`src/rtl/bts_pkg.sv`:
```
package bts_pkg;
   typedef enum logic [2:0] {
      CM_EQ   = 3'd0,
      CM_NE   = 3'd1,
      CM_GT   = 3'd2,
      CM_LT   = 3'd3,
      CM_IN   = 3'd4,
      CM_OUT  = 3'd5,
      CM_EDGE = 3'd6,
      CM_RSVD = 3'd7
   } cmp_mode_e;

   localparam int unsigned STAGE_SLOTS = 2;
endpackage

```
`src/rtl/bts_compare.sv`:
```
module bts_compare
   import bts_pkg::*;
#(
   parameter int unsigned PROBE_W    = 8,
   parameter bit          SINGLE_BUS = 1'b1
) (
   input  logic [PROBE_W-1:0] probe,
   input  logic [PROBE_W-1:0] prev,
   input  logic               prev_ok,
   input  logic [PROBE_W-1:0] value,
   input  logic [PROBE_W-1:0] limit,
   input  logic [PROBE_W-1:0] mask,
   input  logic [PROBE_W-1:0] rise,
   input  logic [PROBE_W-1:0] fall,
   input  logic [2:0]         mode,
   output logic               hit
);
   logic [PROBE_W-1:0] mp, mv, ml, bit_ok;
   logic               eq_hit, edge_hit;
   cmp_mode_e          m;

   assign mp = probe & mask;
   assign mv = value & mask;
   assign ml = limit & mask;
   assign m  = cmp_mode_e'(mode);

   // per-bit qualifier for the edge-aware mode
   for (genvar i = 0; i < PROBE_W; i++) begin : g_bit
      always_comb begin
         if (!mask[i])
            bit_ok[i] = 1'b1;
         else if (rise[i])
            bit_ok[i] = prev_ok & ~prev[i] & probe[i];
         else if (fall[i])
            bit_ok[i] = prev_ok & prev[i] & ~probe[i];
         else
            bit_ok[i] = (probe[i] == value[i]);
      end
   end

   assign eq_hit   = (mp == mv);
   assign edge_hit = &bit_ok;

   if (SINGLE_BUS) begin : g_bus
      always_comb begin
         case (m)
            CM_NE:   hit = !eq_hit;
            CM_GT:   hit = (mp > mv);
            CM_LT:   hit = (mp < mv);
            CM_IN:   hit = (mp >= mv) && (mp <= ml);
            CM_OUT:  hit = !((mp >= mv) && (mp <= ml));
            CM_EDGE: hit = edge_hit;
            default: hit = eq_hit;
         endcase
      end
   end else begin : g_bundle
      logic unused_lim;
      assign unused_lim = ^ml;
      // relational codes make no sense on unrelated signals: fold to equality
      always_comb begin
         if (m == CM_EDGE) hit = edge_hit;
         else              hit = eq_hit;
      end
   end
endmodule

```
`src/rtl/bts_counter.sv`:
```
module bts_counter #(
   parameter int unsigned CNT_W = 3,
   localparam int unsigned TGT_W = (CNT_W == 0) ? 1 : CNT_W
) (
   input  logic             clk,
   input  logic             rst_n,
   input  logic             clr,
   input  logic             en,
   input  logic [TGT_W-1:0] target,
   output logic             done
);
   if (CNT_W == 0) begin : g_first
      logic unused_in;
      assign unused_in = ^{clk, rst_n, clr, target};
      assign done = en;
   end else begin : g_count
      logic [CNT_W-1:0] cnt;
      logic [CNT_W:0]   cnt_next;

      assign cnt_next = {1'b0, cnt} + {{CNT_W{1'b0}}, 1'b1};
      // target 0 is satisfied by the first hit, like target 1
      assign done = en && (cnt_next >= {1'b0, target});

      always_ff @(posedge clk or negedge rst_n) begin
         if (!rst_n)  cnt <= '0;
         else if (clr) cnt <= '0;
         else if (en)  cnt <= cnt_next[CNT_W-1:0];
      end
   end
endmodule

```
`src/rtl/bts_sequencer.sv`:
```
module bts_sequencer #(
   parameter bit TWO_STAGE = 1'b1
) (
   input  logic clk,
   input  logic rst_n,
   input  logic arm,
   input  logic done0,
   input  logic done1,
   output logic running,
   output logic stage1_act,
   output logic trig_pulse,
   output logic triggered
);
   always_ff @(posedge clk or negedge rst_n) begin
      if (!rst_n) begin
         running    <= 1'b0;
         stage1_act <= 1'b0;
         trig_pulse <= 1'b0;
         triggered  <= 1'b0;
      end else if (arm) begin
         running    <= 1'b1;
         stage1_act <= 1'b0;
         trig_pulse <= 1'b0;
         triggered  <= 1'b0;
      end else begin
         trig_pulse <= 1'b0;
         if (running && !triggered) begin
            if (!stage1_act && done0) begin
               if (TWO_STAGE) begin
                  stage1_act <= 1'b1;
               end else begin
                  trig_pulse <= 1'b1;
                  triggered  <= 1'b1;
               end
            end else if (stage1_act && done1) begin
               trig_pulse <= 1'b1;
               triggered  <= 1'b1;
            end
         end
      end
   end
endmodule

```
`src/rtl/bus_trig_seq.sv`:
```
module bus_trig_seq
   import bts_pkg::*;
#(
   parameter int unsigned PROBE_W    = 8,
   parameter int unsigned CNT_W      = 3,
   parameter bit          TWO_STAGE  = 1'b1,
   parameter bit          SINGLE_BUS = 1'b1,
   parameter bit          GROUP_EN   = 1'b1,
   localparam int unsigned TGT_W     = (CNT_W == 0) ? 1 : CNT_W,
   localparam int unsigned NUM_ST    = TWO_STAGE ? 2 : 1
) (
   input  logic                                clk,
   input  logic                                rst_n,
   input  logic                                arm,
   input  logic [PROBE_W-1:0]                  probe,
   input  logic [STAGE_SLOTS-1:0][PROBE_W-1:0] cfg_value,
   input  logic [STAGE_SLOTS-1:0][PROBE_W-1:0] cfg_limit,
   input  logic [STAGE_SLOTS-1:0][PROBE_W-1:0] cfg_mask,
   input  logic [STAGE_SLOTS-1:0][PROBE_W-1:0] cfg_rise,
   input  logic [STAGE_SLOTS-1:0][PROBE_W-1:0] cfg_fall,
   input  logic [STAGE_SLOTS-1:0][2:0]         cfg_mode,
   input  logic [STAGE_SLOTS-1:0][TGT_W-1:0]   cfg_target,
   output logic [STAGE_SLOTS-1:0]              stage_hit,
   output logic                                trig_pulse,
   output logic                                triggered
);
   if (PROBE_W < 1 || PROBE_W > 1024) begin : g_bad_width
      $error("bus_trig_seq: PROBE_W out of range");
   end
   if (CNT_W > 24) begin : g_bad_cnt
      $error("bus_trig_seq: CNT_W out of range");
   end

   logic [PROBE_W-1:0]     prev_q;
   logic                   prev_ok_q;
   logic                   running, stage1_act, active;
   logic [STAGE_SLOTS-1:0] cmp_hit, cnt_en, done;

   // previous-sample history for edge compares; arm invalidates it
   always_ff @(posedge clk or negedge rst_n) begin
      if (!rst_n) begin
         prev_q    <= '0;
         prev_ok_q <= 1'b0;
      end else begin
         prev_q    <= probe;
         prev_ok_q <= !arm;
      end
   end

   assign active = GROUP_EN && running && !triggered;

   for (genvar s = 0; s < STAGE_SLOTS; s++) begin : g_stage
      if (s < NUM_ST) begin : g_used
         bts_compare #(
            .PROBE_W   (PROBE_W),
            .SINGLE_BUS(SINGLE_BUS)
         ) u_cmp (
            .probe  (probe),
            .prev   (prev_q),
            .prev_ok(prev_ok_q),
            .value  (cfg_value[s]),
            .limit  (cfg_limit[s]),
            .mask   (cfg_mask[s]),
            .rise   (cfg_rise[s]),
            .fall   (cfg_fall[s]),
            .mode   (cfg_mode[s]),
            .hit    (cmp_hit[s])
         );

         assign stage_hit[s] = active && cmp_hit[s];
         assign cnt_en[s]    = stage_hit[s] && ((s == 0) ? !stage1_act : stage1_act);

         bts_counter #(
            .CNT_W(CNT_W)
         ) u_cnt (
            .clk   (clk),
            .rst_n (rst_n),
            .clr   (arm),
            .en    (cnt_en[s]),
            .target(cfg_target[s]),
            .done  (done[s])
         );
      end else begin : g_idle
         logic unused_cfg;
         assign unused_cfg = ^{cfg_value[s], cfg_limit[s], cfg_mask[s], cfg_rise[s],
                               cfg_fall[s], cfg_mode[s], cfg_target[s]};
         assign cmp_hit[s]   = 1'b0;
         assign stage_hit[s] = 1'b0;
         assign cnt_en[s]    = 1'b0;
         assign done[s]      = 1'b0;
      end
   end

   bts_sequencer #(
      .TWO_STAGE(TWO_STAGE)
   ) u_seq (
      .clk       (clk),
      .rst_n     (rst_n),
      .arm       (arm),
      .done0     (done[0]),
      .done1     (done[1]),
      .running   (running),
      .stage1_act(stage1_act),
      .trig_pulse(trig_pulse),
      .triggered (triggered)
   );
endmodule

```
`config.mk`:
```
export PLATFORM = sky130hd
export DESIGN_NAME = bus_trig_seq
export DESIGN_NICKNAME = d
export VERILOG_FILES = /design/src/rtl/bts_pkg.sv /design/src/rtl/bts_compare.sv /design/src/rtl/bts_counter.sv /design/src/rtl/bts_sequencer.sv /design/src/rtl/bus_trig_seq.sv
export SDC_FILE = /design/constraint.sdc
export NUM_CORES = 1
export LEC_CHECK = 0
export ABC_AREA = 1
export BUFFER_PORTS_ARGS = -buffer_cell sky130_fd_sc_hd__clkbuf_2
export CELL_PAD_IN_SITES_DETAIL_PLACEMENT = 1
export CELL_PAD_IN_SITES_GLOBAL_PLACEMENT = 2
export CORE_MARGIN = 3
export CORE_UTILIZATION = 27
export DETAILED_ROUTE_END_ITERATION = 10
export GPL_TIMING_DRIVEN = 0
export PLACE_DENSITY_LB_ADDON = 0.3
export SLEW_MARGIN = 15
export SYNTH_ARGS = -nofsm -noshare
export SYNTH_HDL_FRONTEND = slang
export SYNTH_HIERARCHICAL = 1
export SYNTH_SLANG_ARGS = --single-unit
```
`constraint.sdc`:
```
create_clock -name clk -period 3.06 [get_ports clk]
set_input_delay 0.612 -clock clk [delete_from_list [all_inputs] [get_ports clk]]
set_output_delay 0.612 -clock clk [all_outputs]
set_load 0.02 [all_outputs]
```
# Word-level counts from Yosys, hierarchy flattened
# Index checks and enable logic that the tools add are counted.
[totals]
memories = 0
wordCells = 197
ramBits = 0
latchBits = 0
rom_bits = 0
reg_bits = 19
[classes]
mul = 0
reduce_logical = 27
n_lt_le_gt_ge = 10
eq_ne = 31
bitwise_logic = 54
mux = 65
div = 0
add_sub_neg = 2
shifts = 0
[ops]
columns = ["cell", "n"]
rows = [
  ["1-bit two-way mux", 59],
  ["8-bit AND", 6],
  ["1-bit AND", 32],
  ["3-bit equality test, second input constant", 6],
  ["1-bit equality test", 16],
  ["8-bit equality test", 2],
  ["8-bit >= comparator", 2],
  ["8-bit > comparator", 2],
  ["8-bit less-or-equal comparator", 2],
  ["8-bit < comparator", 2],
  ["1-bit inverter", 16],
  ["8-bit AND reduction", 2],
  ["3-bit by 2-bit equality test with 1-bit output, second input constant", 4],
  ["3-bit two-way mux", 4],
  ["1-bit case mux with 6 select lines", 2],
  ["1-bit logical AND", 11],
  ["2-bit nonzero test", 5],
  ["3-bit by 1-bit adder with 4-bit output, second input constant", 2],
  ["4-bit by 3-bit >= comparator with 1-bit output", 2],
  ["1-bit zero test", 7],
  ["3-bit by 1-bit equality test with 1-bit output, second input constant", 2],
  ["3-bit AND reduction", 1],
  ["2-bit != test, second input constant", 1],
  ["2-bit AND reduction", 1],
]

# Logic depth before layout (Yosys ltp)
[depth]
depth_word = 15
mapped_depth = 22
depth_no_buf = 22

# By module
# The synthesis kept the hierarchy.
[modules_own_cells]
columns = ["module", "cells_each", "area_per_inst_um2", "seq_area_each_um2", "n_inst"]
rows = [
  ["bts_compare", 217, 1094.8, 0.0, 2],
  ["bts_counter", 32, 237.7, 75.1, 2],
  ["bus_trig_seq", 18, 261.5, 225.2, 1],
  ["bts_sequencer", 17, 158.9, 100.1, 1],
]

# Worst setup path before layout
# No wires, ideal clock.
[synth_path]
path_type = "input port to output port"
startpoint = "input port probe[5]"
endpoint = "output port stage_hit[1]"
cell_stages = 14
t_required_ns = 2.448
path_slack_ns = 0.527
t_arrival_ns = 1.921
path_buffers = 0
path_cell_list = "nand2_1 > inv_1 > ha_1 > a21oi_1 > nor2_1 > nor3_1 > nand2_1 > nor2_1 > nand2_1 > nand2_1 > nor2_1 > nand3_1 > nand3_1 > inv_1"
[synth_via]
elab_chain_cells = 8
elab_cells_between_ends = 19
[synth_rtl]
columns = ["element", "line_no", "text"]
rows = [
  ["start: declaration", "bus_trig_seq.sv:15", "input logic [PROBE_W-1:0] probe,"],
  ["parallel branches: the longest is 6 deep, another holds 8-bit >= comparator", "--", ""],
  ["1-bit case mux with 6 select lines *", "bts_compare.sv:46", "case (m)"],
  ["via cmp_hit[1]", "bus_trig_seq.sv:37", "logic [STAGE_SLOTS-1:0] cmp_hit, cnt_en, done;"],
  ["1-bit logical AND *", "bus_trig_seq.sv:70", "assign stage_hit[s] = active && cmp_hit[s];"],
  ["end: declaration", "bus_trig_seq.sv:23", "output logic [STAGE_SLOTS-1:0] stage_hit,"],
]
# Mark *: on every way through the listed nets, which the timed path passes.

# Worst setup path after layout
[layout_path]
startpoint = "input port cfg_mask[5] (netlist bit)"
endpoint = "output port stage_hit[0]"
[layout_via]
elab_chain_cells = 6
elab_cells_between_ends = 15
[layout_rtl]
columns = ["element", "line_no", "text"]
rows = [
  ["start: declaration", "bus_trig_seq.sv:18", "input logic [STAGE_SLOTS-1:0][PROBE_W-1:0] cfg_mask,"],
  ["8-bit AND, on equally long branches", "bts_compare.sv:22, bts_compare.sv:23, bts_compare.sv:24", ""],
  ["8-bit >= comparator or 8-bit less-or-equal comparator (tied branches)", "bts_compare.sv:50, bts_compare.sv:51", ""],
  ["1-bit logical AND", "bts_compare.sv:50, bts_compare.sv:51", ""],
  ["1-bit zero test", "bts_compare.sv:51", "CM_OUT: hit = !((mp >= mv) && (mp <= ml));"],
  ["1-bit case mux with 6 select lines *", "bts_compare.sv:46", ""],
  ["via cmp_hit[0]", "bus_trig_seq.sv:37", ""],
  ["1-bit logical AND *", "bus_trig_seq.sv:70", ""],
]
# Mark *: on every way through the listed nets, which the timed path passes. The rest lies on a longest branch.

==> results.md <==
* Post-Syn Area at 0.003085 mm2
* Clk buf depth at 2
* Number of global-route vias before repair at 3896
* Layout Nets at 784
* CP peak stage delay at 0.29 ns
* Min-Delay Path Class: primary input to async pin
* Reg area at 475.5 um2
* Leakage at 0.002460 uW
* Fin crit share at 95.65%
* Drt first pass iters at 4
* Clock Latency Late Sink at 0.26 ns
* Critical Path RT at 2.45 ns
* FF-to-FF setup slack at 0.78 ns
* Layout fillers at 1485
* Ys async rst share at 100.0%
* Slowest cell on crit path: nor3_2
* Worst vdd ir at 0.0001632 V
* Crit. End Element: primary output
* R2R Path Start: prev_ok_q
* Core ar. at 0.01098 mm2
* Place WS at -0.1649 ns
* Largest net degree at the start of global routing at 20
* Placer Congestion at 0.8095
* Final hold viol count at 0
* Most frequent cells in the layout: nand2_1, clkbuf_2, inv_1
* Grt ovf at 0
* F_max at 341.7 MHz
* Yosys warning total at 6
* Synth Instances at 533
* Final-report setup violation count at 0
* Final Worst Setup Slack at 0.1331 ns
* Pins Over Slew Limit at 0
* Critical Path Sink: stage_hit[0]
* Area leader, netlist: nand2_1
* Placed insts at 779
* Die width at 112.9 um
* Vias at 3742
* Reg2reg path depth at 20
* I/O pin count at 107
* Number of synthesized flops with an enable pin at 0
* Root buf cell: clkbuf_16
* Footprint of the multi-input gates at 0.002519 mm2
* Post-synth top area share at 23.36%
* FF+latch count, synth at 19
* Critical Path Start Type: primary input
* Global-route wire length before repair at 17570 um
* CTS H-Tree Depth at 1
* Area of the die at 0.01275 mm2
* Die Y-Extent at 112.9 um
* WS Path Type: primary input to primary output
* Port-buffer cells at 106
* Cells along the critical path: buf_4 > nand2_2 > inv_2 > ha_4 > a21oi_2 > nor2_1 > nor3_2 > nand2_2 > nor2_2 > nand2_1 > nand2_1 > nor2_1 > nand3_2 > nand3_2 > inv_2 > buf_6
* Sequential area share after synthesis at 15.41%
* Area growth from synthesis to layout at 39.38%
* Num CTS Buffers at 3
* Tmin final at 2.927 ns
* Finished Layout Cells at 784
* Worst Setup SP: cfg_mask[5]
* Slew margin rel. at 66.39%
* Worst setup skew after layout at 0.003010 ns
* Total GRT Usage at 16.67%
* Crit path max fanout at 4
* Clk pin slew, worst setup/hold paths at 0.06 ns
* Initial Util at 28.09%
* Leading cell type in the layout, fill and taps excluded: nand2_1
* Pwr dens at 253.6 mW/mm2
* Initial antenna violation count at 0
* Setup TNS at 0 ns
* Detailed Place HPWL at 9399 um
* Vias per inst at 4.773
* Delay-heaviest family, CP: simple AND/OR/NAND/NOR gates
* Unique masters post-synth at 25
* First DRT Iteration DRCs at 124
* WP buf/inv at 4
* CTS tree: built
* Share of cells above drive strength 1 at 30.90%
* Core Rows at 38
* # diodes at 0
* Utilization after layout at 39.15%
* # Max-Cap Violations at 0
* Wirelength per Cell at 14.03 um
* Detailed Route WL at 11000 um
* CP Depth at 16
* CTS Sinks at 19
* Mean post-synth cell area at 5.789 um2
* Worst EP arrival at 2.31 ns
* Synthesized net count at 672
* ANT nets after route at 0
* Area contributors post-synth: nand2_1, dfrtp_1, ha_1
* Post-synth top flop: dfrtp_1
* Status: complete, no violations
* Hold_buf cts at 0
* DRC Markers at 0
* R2r endpoint: u_seq/triggered
* Measured slew at the worst slew-check pin at 0.5042 ns
[layout make-up]
class                           instances  area share (%)
Clock inverter                          1          0.1746
Multi-Input combinational cell        407           58.57
Tap cell                              140           4.073
Timing Repair Buffer                  107           13.82
Inverter                              103           9.107
Clock buffer                            3           1.746
Sequential cell                        19           11.06
Buffer                                  4           1.455
[metrics by stage]
step	instance area, um2	power (uW)	hold slack [ns]
5_1_grt	4300	1190	0.3435
3_5_place_dp	3791	733.6	0.5282
6_report	4300	1091	0.3103
4_1_cts	3963	1042	0.3263
3_3_place_gp	3791	715.5	0.5133
2_1_floorplan	3085	542.7	0.3164
[cell families (layout without fill, tap and decap cells)]
family	after synthesis	after routing	share of synthesized area (%)
fa+ha+maj	36	36	14.60
flops	19	19	15.41
buf+inv	107	218	14.56
compound gates	52	52	10.95
xor+xnor	4	4	1.135
simple gates	315	315	43.35
[worst min path at each step]
stage | from | cells after the start | slack (ns) | endpoint
floorplan | rst_n | 0 | 0.32 | g_stage[0].g_used.u_cnt/g_count.cnt[0]
global placement | u_seq/running | 2 | 0.51 | u_seq/running
detailed placement | u_seq/running | 2 | 0.53 | u_seq/running
CTS | rst_n | 1 | 0.33 | g_stage[0].g_used.u_cnt/g_count.cnt[1]
global route | rst_n | 1 | 0.34 | g_stage[0].g_used.u_cnt/g_count.cnt[1]
finish | rst_n | 1 | 0.31 | g_stage[0].g_used.u_cnt/g_count.cnt[1]
[state kept, by name (all words and copies together), names as in the netlist]
register                          cells
u_seq/running                         1
u_seq/stage1_act                      1
prev_ok_q                             1
prev_q                                8
u_seq/triggered                       1
g_stage.g_used.u_cnt/g_count.cnt      6
u_seq/trig_pulse                      1
[per-layer routing]
metal	GRT usage [%]	routed length [um]	part of all wire, %	vias up
li1	-	-	-	1906
met1	19.62	4561	41	1756
met2	31.28	5675	52	74
met3	3.583	658	6.0	6
met4	2.804	107	0.97	0
met5	0	0	0	-
[synth_stat cells (3+ instances only)]
library cell and count:
a21oi_1 12, dfrtp_1 19, ha_1 36, inv_1 101, nand2_1 192, nand3_1 47
nand3_2 3, nand3b_1 6, nand4_1 14, nor2_1 44, nor2_2 3, o21a_1 14
o21ai_0 8, o21bai_1 10, xnor2_1 4
[timing repair]
action	in CTS	in global routing
pin swaps	10	45
buffers inserted	0	1
endpoints found under the setup margin	2	4
gates resized for setup	19	88
[power breakdown]
group / switching [uW] / total (uW) / internal, uW
clock network: 108 / 285 / 177
registers: 16.1 / 280 / 264
logic: 299 / 526 / 226
No activity file was read; power rests on OpenSTA's default activity.
